$ cat config.mk
export PLATFORM = sky130hd
export DESIGN_NAME = sym_delay_timer
export DESIGN_NICKNAME = d
export VERILOG_FILES = /design/src/rtl/sym_delay_timer.sv
export SDC_FILE = /design/constraint.sdc
export NUM_CORES = 1
export LEC_CHECK = 0
export CORE_MARGIN = 10
export CORE_UTILIZATION = 57
export CTS_CLUSTER_SIZE = 12
export DETAILED_ROUTE_END_ITERATION = 16
export DONT_BUFFER_PORTS = 1
export PLACE_DENSITY = 0.72
export SYNTH_ARGS = -nofsm -noshare
export SYNTH_HDL_FRONTEND = slang
export SYNTH_SLANG_ARGS = --single-unit
$ cat constraint.sdc
create_clock -name clk -period 2.49 [get_ports clk]
set_input_delay 0.249 -clock clk [delete_from_list [all_inputs] [get_ports clk]]
set_output_delay 0.249 -clock clk [all_outputs]
set_load 0.02 [all_outputs]
$ cat src/rtl/sym_delay_timer.sv
module sym_delay_timer #(
  parameter int DLY_W = 8
) (
  input  logic             clk,
  input  logic             rst,
  input  logic             tick,
  input  logic             sq_in,
  input  logic [DLY_W-1:0] dly_set,
  output logic             sq_out
);

  logic [DLY_W-1:0] dly_q;
  logic [DLY_W-1:0] cnt_q;
  logic             state_q;

  logic [DLY_W-1:0] cnt_nx;
  logic             differ;
  logic             expire;
  logic             bypass;

  assign differ = sq_in ^ state_q;
  assign cnt_nx = cnt_q + 1'b1;
  assign expire = cnt_nx >= dly_q;
  assign bypass = (dly_q == '0) && !rst;

  always_ff @(posedge clk) begin
    if (rst) begin
      dly_q   <= dly_set;
      cnt_q   <= '0;
      state_q <= 1'b0;
    end else if (tick) begin
      if (!differ) begin
        cnt_q <= '0;
      end else if (expire) begin
        state_q <= sq_in;
        cnt_q   <= '0;
      end else begin
        cnt_q <= cnt_nx;
      end
    end
  end

  assign sq_out = bypass ? sq_in : state_q;

endmodule

==> metrics, run 1 <==
status finished clean; I/O Pins 13; crit path kind reg -> reg; worst relative slew slack 0.6370; period utilization 0.9123; grt total ovfl 0; share of the synthesized area in the top cell type 0.2652; final wirelength 1533 um; Core Util, Final 0.6495; Critical Path AT 2.46 ns; 1st-iter DRT viols 7; Clk pwr share 0.294; CP endpoint kind flip-flop; net switching power 0.1113 mW; post-synthesis sequential area ratio 0.4641; Die H 59.87 um; vias in the first global route 652; Yosys warning count 0; Die ar. 3584 um^2; Pint 0.3873 mW; Top FF cell, synth dfxtp_1; Max clock buf depth 2; final RePlAce weighted congestion 0.8351; Hold Path Class in -> reg; core area 1506 um^2; Max FO, Critical Path 5; Final setup viols 0; maximum operating frequency 440.2 MHz; syn nets 101; Antenna diodes 0; Pleak 0.4355 nW; Layout Nets 109; Avg WL per Cell 14.88 um; Final Hold Violating Endpoints 0; R2R Setup Slk 0.22 ns; slowest stage delay, CP 0.42 ns; port bufs 0; fin crit period 2.272 ns; combinational fraction of design power 0.081; number of library cell types mapped by synthesis 27; Slew Viols, Final 0; clk_lat worst skew 0.29 ns; Synth area leader edfxtp_1; cells after synthesis 80; Mapped Area 905.9 um^2; TritonCTS buffer count 3; post-route insts no fill 103; Area Overhead vs Synth 8.011%; # DRC 0; switching part of the total power 0.2233; Post-synth EDFFs 8; CP Data Required Time 2.68 ns; RSZ-0062 raised after global routing false; DRT Pass-1 Iters 4; DRT antenna net count 0; hpwl dp 1218 um; pwr dens 509.6 nW/um^2; via count 603; startpoint types flip-flop; cell breakdown of the critical path nand3_1, nor2_1, xor2_1, ha_1, nand4_1, a21oi_2, a211oi_4, buf_4, a221o_1; clk slew on worst S/H paths 0.09 ns; Root Buffer Master clkbuf_4; largest net degree at the start of global routing 14; dpl cell area 940.9 um^2; Max VDD drop 0.3623 mV; initial antenna violation count 0; fraction of layout cells with a size suffix above 1 0.1264; most frequent cells after synthesis dfxtp_1, ha_1, edfxtp_1, inv_1, a22o_1; Post-synth ARST share 0; Synth area leaders edfxtp_1, dfxtp_1, ha_1; max cap viols 0; CTS tree yes; finished layout cell area 978.4 um^2; Placed Cells 98; Setup TNS Final 0 ns; Die W 59.87 um; Initial Utilization 0.6013; Reg power frac 0.625; filler cell count 117; Cell Rows 14; first-pass GRT wire length 2704 um; CP max-delay cell dfxtp_1; Tot GR Track Use 0.09791; H-tree levels 1; Synth Area per Inst 11.32 um^2; Clock Skew 0.002595 ns; flops & latches, synth 17; Min Hold Slack 0.04624 ns; clk sinks 17; Worst-Margin Slew 0.5424 ns; via/cell ratio 5.854
==> worst max-delay path: cells and delay by family (launching register included) <==
family | cells | cell delay (ns)
AO/OA/AOI/OAI | 3 | 0.64
XOR/XNOR | 1 | 0.11
adder cells (fa/ha/maj) | 1 | 0.31
buffers and inverters | 1 | 0.15
flip-flops | 1 | 0.42
AND/OR/NAND/NOR | 3 | 0.53
==> power groups by stage <==
stage	clock network (mW)	registers, mW	logic, mW
3_3_place_gp	0	0.318	0.0380
6_report	0.146	0.312	0.0405
5_1_grt	0.158	0.313	0.0458
3_5_place_dp	0	0.318	0.0391
2_1_floorplan	0	0.316	0.0315
4_1_cts	0.150	0.312	0.0394
==> area by class of cell <==
type,instances,area [um^2],share of cell area
timing repair buffer,3,22.52,0.02302
clock buffer,4,26.28,0.02685
multi-input combinational,55,459.2,0.4693
sequential,17,420.4,0.4297
tap,16,20.02,0.02046
inverter,8,30.03,0.03069
==> cell usage in the layout, fill, tap and decap left out, types with 3 or more instances in the layout <==
cell      count
nor2_1        4
nand3_1       3
clkbuf_4      3
nand2_1       3
ha_1          9
dfxtp_1       9
edfxtp_1      8
buf_4         3
xor2_1        4
inv_1         8
xnor2_1       3
a22o_1        7
==> state kept, by name, indices dropped and copies added, names as in the netlist <==
signal   cells
cnt_q        8
state_q      1
dly_q        8
==> worst paths after layout <==
check,from,to,cells after the start
max reg2reg,cnt_q[2]$_SDFFE_PP0P_,cnt_q[3]$_SDFFE_PP0P_,9
min reg2reg,state_q$_SDFFE_PP0P_,state_q$_SDFFE_PP0P_,2
max,cnt_q[2]$_SDFFE_PP0P_,cnt_q[3]$_SDFFE_PP0P_,9
min,dly_set[2],dly_q[2]$_DFFE_PP_,0
==> per-stage QoR <==
stage                     setup WS, ns  total power [mW]
after floorplan                 0.3607            0.3480
after global routing           0.01235            0.5166
after detailed placement        0.2317            0.3574
after CTS                       0.1482            0.5008
final                           0.2184            0.4986
after global placement          0.2503            0.3557
==> what timing repair did <==
| item | 4_1_cts | 5_1_grt |
|---|---|---|
| buffers inserted | 0 | 1 |
| gates resized for setup | 0 | 1 |
| setup endpoints to repair | 0 | 5 |
| hold buffers | 0 | 0 |
==> kinds of logic after synthesis <==
| group | Yosys count | share of synthesized area |
|---|---|---|
| compound gates | 15 | 0.1450 |
| xor+xnor | 7 | 0.06768 |
| flops | 17 | 0.4641 |
| mux | 3 | 0.03591 |
| buf+inv | 8 | 0.03315 |
| simple gates | 21 | 0.1298 |
| fa+ha+maj | 9 | 0.1243 |
==> metal layers <==
metal  wire, um  vias to the layer above  track usage
met2        712                       16       0.1544
met1        690                      274       0.1071
met3         93                        5      0.02966
li1           -                      308            -
met4         36                        0      0.07372
met5          0                        -            0
No activity file was read; power rests on OpenSTA's default activity.
==> run 2, diff against run 1 <==
--- a/config.mk
+++ b/config.mk
@@ -10,6 +10,7 @@
 export CTS_CLUSTER_SIZE = 12
 export DETAILED_ROUTE_END_ITERATION = 16
 export DONT_BUFFER_PORTS = 1
+export HOLD_SLACK_MARGIN = 0.1
 export PLACE_DENSITY = 0.72
 export SYNTH_ARGS = -nofsm -noshare
 export SYNTH_HDL_FRONTEND = slang
==> run 2 against run 1 <==
Compared with the run above: first-iteration DRC count up 57%; global-route usage up 0.90 points; count of clock-buffer cells in the layout unchanged; sequential share of layout area is 3.6 points lower; clock skew grew 0.0047 ns; critical endpoint unchanged.
==> metrics, run 2 (synthesized netlist as in run 1, its figures left out) <==
met2 WL 794 um; Setup TNS Final 0 ns; grt total ovfl 0; Final setup viols 0; R2R Setup Slk 0.23 ns; Max VDD drop 0.3790 mV; hpwl dp 1218 um; Max FO, Critical Path 5; net switching power 0.1171 mW; Largest regs cnt_q: 8 flops, dly_q: 8 flops, state_q: 1 flops; core area 1506 um^2; worst reg2reg path depth 9; Max clock buf depth 2; final RePlAce weighted congestion 0.8351; I/O Pins 13; first-pass GRT wire length 2980 um; crit path kind reg -> reg; Layout Nets 118; Pleak 0.4731 nW; dpl cell area 940.9 um^2; CP endpoint kind flip-flop; Critical Path AT 2.45 ns; via/cell ratio 5.804; Hold Path Class in -> reg; Die ar. 3584 um^2; Pint 0.3964 mW; period utilization 0.9092; status finished clean; maximum operating frequency 441.7 MHz; worst setup path startpoint cnt_q[2]$_SDFFE_PP0P_; RR Endpoint cnt_q[3]$_SDFFE_PP0P_; filler cell count 108; Area Overhead vs Synth 17.96%; most frequent cells in the layout ha_1, dfxtp_1, dlygate4sd3_1; Die W 59.87 um; clk_lat worst skew 0.29 ns; fin crit period 2.264 ns; FF-to-FF Start cnt_q[2]$_SDFFE_PP0P_; Clk pwr share 0.287; DRT Pass-1 Iters 4; Root Buffer Master clkbuf_4; Tot GR Track Use 0.1069; largest net degree at the start of global routing 10; Cell Rows 14; combinational fraction of design power 0.105; pwr dens 480.5 nW/um^2; final wirelength 1686 um; TritonCTS buffer count 3; initial antenna violation count 0; DRT antenna net count 0; Clock Skew 0.007275 ns; fraction of layout cells with a size suffix above 1 0.1146; H-tree levels 1; Antenna diodes 0; Met3 Wirelength 143 um; Worst-Margin Slew 0.5430 ns; vias in the first global route 675; Avg WL per Cell 15.05 um; Min Hold Slack 0.1170 ns; worst relative slew slack 0.6367; finished layout cell area 1069 um^2; 1st-iter DRT viols 11; via count 650; # DRC 0; Final Hold Violating Endpoints 0; met1 layer wirelength in the final routing 708 um; Final Power 0.5135 mW; CP Data Required Time 2.68 ns; Die H 59.87 um; Initial Utilization 0.6013; end of the critical path cnt_q[3]$_SDFFE_PP0P_; max cap viols 0; switching part of the total power 0.2280; Reg power frac 0.608; CTS tree yes; Slew Viols, Final 0; clk sinks 17; RSZ-0062 raised after global routing false; max layer used met4; startpoint types flip-flop; port bufs 0; clk slew on worst S/H paths 0.10 ns
run 2: cell count changes in the layout (fill, tap and decap cells not counted):
cell / previous run / this run
dlygate4sd3_1: 0 / 9
run 2: metrics by stage:
stage | cells | setup WS [ns] | util
after floorplan | 80 | 0.3607 | -
after global placement | 98 | 0.2503 | 0.6246
after detailed placement | 98 | 0.2317 | 0.6246
after CTS | 111 | 0.1482 | 0.7018
after global routing | 112 | 0.01173 | 0.7093
final | 112 | 0.2261 | 0.7093
run 2: routing by layer:
metal  GRT usage  vias up
met5           0        -
met4     0.05449        0
met3     0.04025        7
met2      0.1735       20
met1      0.1182      295
li1            -      328
run 2: timing repair:
action,in CTS,in global routing
hold buffers,9,0
hold endpoints to repair,16,0
setup buffers,0,1
gates resized for setup,0,1
setup endpoints to repair,0,5
run 2: how the worst min path moves through the flow:
stage / from / end / slack (ns) / depth (start not counted)
after global placement: dly_set[7] / dly_q[7]$_DFFE_PP_ / 0.35 / 0
after global routing: sq_in / state_q$_SDFFE_PP0P_ / 0.14 / 2
after CTS: sq_in / state_q$_SDFFE_PP0P_ / 0.11 / 2
after floorplan: dly_set[0] / dly_q[0]$_DFFE_PP_ / 0.35 / 0
after detailed placement: dly_set[0] / dly_q[0]$_DFFE_PP_ / 0.35 / 0
final: sq_in / state_q$_SDFFE_PP0P_ / 0.12 / 2
run 2: area by class of cell:
type	instances	area, um^2	share of cell area
well taps	16	20.02	0.01874
repair buffers	12	112.6	0.1054
inverters	8	30.03	0.02810
multi-input cells	55	459.2	0.4297
flip-flops and latches	17	420.4	0.3934
clock buffers	4	26.28	0.02459
run 2: power groups by stage:
stage	Combinational (mW)	Sequential (mW)	Clock [mW]
after global placement	0.0380	0.318	0
after CTS	0.0523	0.311	0.150
final	0.0537	0.312	0.148
after detailed placement	0.0391	0.318	0
after floorplan	0.0315	0.316	0
after global routing	0.0604	0.313	0.158
run 2: worst max-delay path: stages, from the launching register on:
cell      delay [ns]
dfxtp_1         0.42
nand3_1         0.21
nor2_1          0.19
xor2_1          0.11
ha_1            0.31
nand4_1         0.13
a21oi_2         0.22
a211oi_4        0.10
buf_4           0.15
a221o_1         0.32
==> run 3, diff against run 2 <==
--- a/config.mk
+++ b/config.mk
@@ -5,7 +5,6 @@
 export SDC_FILE = /design/constraint.sdc
 export NUM_CORES = 1
 export LEC_CHECK = 0
-export CORE_MARGIN = 10
 export CORE_UTILIZATION = 57
 export CTS_CLUSTER_SIZE = 12
 export DETAILED_ROUTE_END_ITERATION = 16
==> run 3 against run 2 <==
Compared with the run above: global-route usage increased by 9.2 points; combinational power decreased by 3%; sequential share of layout area increased by 0.18 points; final cell count decreased by 0.89%; clock skew increased by 0.0037 ns.
==> metrics, run 3 (synthesized netlist as in run 1, its figures left out) <==
port bufs 0; worst setup margin 0.2421 ns; Max VDD drop 0.4040 mV; via count 623; Final setup viols 0; initial antenna violation count 0; hpwl dp 1062 um; clk slew on worst S/H paths 0.11 ns; DRT antenna net count 0; Setup TNS Final 0 ns; # DRC 0; Slew Viols, Final 0; Die ar. 1753 um^2; Die W 41.87 um; CP endpoint kind flip-flop; Die H 41.87 um; I/O Pins 13; Critical Path AT 2.45 ns; Avg WL per Cell 13.76 um; TritonCTS buffer count 3; Placed Cells 98; fin crit period 2.248 ns; pwr dens 482.9 nW/um^2; Root Buffer Master clkbuf_4; worst reg2reg path depth 9; final RePlAce weighted congestion 0.8177; dpl cell area 940.9 um^2; Clock Skew 0.01097 ns; Cells on Worst Hold Path 2; Final Hold Violating Endpoints 0; vias in the first global route 645; FF/Latch Area 420.4 um^2; Pleak 0.4708 nW; DRT Pass-1 Iters 4; Cell Rows 14; CP Data Required Time 2.69 ns; Hold Path Class in -> reg; startpoint types flip-flop; period utilization 0.9028; H-tree levels 1; pre-CTS WS 0.2308 ns; via/cell ratio 5.613; grt total ovfl 0; Area Overhead vs Synth 17.40%; 1st-iter DRT viols 7; final wirelength 1527 um; fraction of layout cells with a size suffix above 1 0.1158; filler cell count 100; Layout Nets 117; status finished clean; Max FO, Critical Path 6; post-route insts no fill 111; largest net degree at the start of global routing 11; core area 1489 um^2; Initial Utilization 0.6084; finished layout cell area 1064 um^2; Largest regs cnt_q: 8 flops, dly_q: 8 flops, state_q: 1 flops; Tot GR Track Use 0.1989; Antenna diodes 0; Max clock buf depth 2; Multi-input gate area 460.4 um^2; RSZ-0062 raised after global routing false; clk_lat worst skew 0.30 ns; most frequent cells in the layout ha_1, dfxtp_1, dlygate4sd3_1; CTS tree yes; Worst-Margin Slew 0.5747 ns; Post-CTS Setup Bufs 0; maximum operating frequency 444.9 MHz; max cap viols 0; first-pass GRT wire length 2628 um; clk sinks 17; crit path kind reg -> reg; worst relative slew slack 0.6154
## run 3: what timing repair did
action / CTS / global route
resized for setup: 0 / 1
hold buffers: 9 / 0
endpoints found under the setup margin: 0 / 5
endpoints found under the hold margin: 16 / 0
## run 3: through the flow
step,util,hold WS (ns),total power [mW]
2_1_floorplan,-,0.3479,0.3480
3_3_place_gp,0.6319,0.3479,0.3557
5_1_grt,0.7143,0.1421,0.5340
6_report,0.7143,0.1221,0.5136
4_1_cts,0.7109,0.1024,0.5155
3_5_place_dp,0.6319,0.3479,0.3566
## run 3: worst paths after layout
check                   startpoint                     to  slack [ns]
max          cnt_q[0]$_SDFFE_PP0P_  cnt_q[3]$_SDFFE_PP0P_        0.24
min                            rst   state_q$_SDFFE_PP0P_        0.12
max reg2reg  cnt_q[0]$_SDFFE_PP0P_  cnt_q[3]$_SDFFE_PP0P_        0.24
min reg2reg   state_q$_SDFFE_PP0P_   state_q$_SDFFE_PP0P_        0.51
## run 3: where the power goes
part | switching, mW | internal, mW
Combinational | 0.0244 | 0.0277
Clock | 0.0901 | 0.0598
Sequential | 0.00623 | 0.305
Total | 0.121 | 0.393
## run 3: cell type report
class | instances | area share
Timing Repair Buffer | 11 | 0.09882
Tap cell | 16 | 0.01882
Clock inverter | 1 | 0.004706
Clock buffer | 3 | 0.02118
Inverter | 8 | 0.02824
Multi-Input combinational cell | 55 | 0.4329
Sequential cell | 17 | 0.3953
## run 3: critical path: stages, from the launching register on
cell      delay (ns)
dfxtp_1         0.42
ha_1            0.24
nand3_1         0.12
xnor2_1         0.17
ha_1            0.30
nand4_1         0.07
a21oi_1         0.27
a211oi_4        0.13
and3_1          0.19
a221o_1         0.25
## run 3: per-layer routing
layer	up-vias	wire length [um]	global-route usage
li1	324	-	-
met1	280	695	0.2507
met2	17	754	0.3438
met3	2	62	0.04348
met4	0	14	0.05161
met5	-	0	0
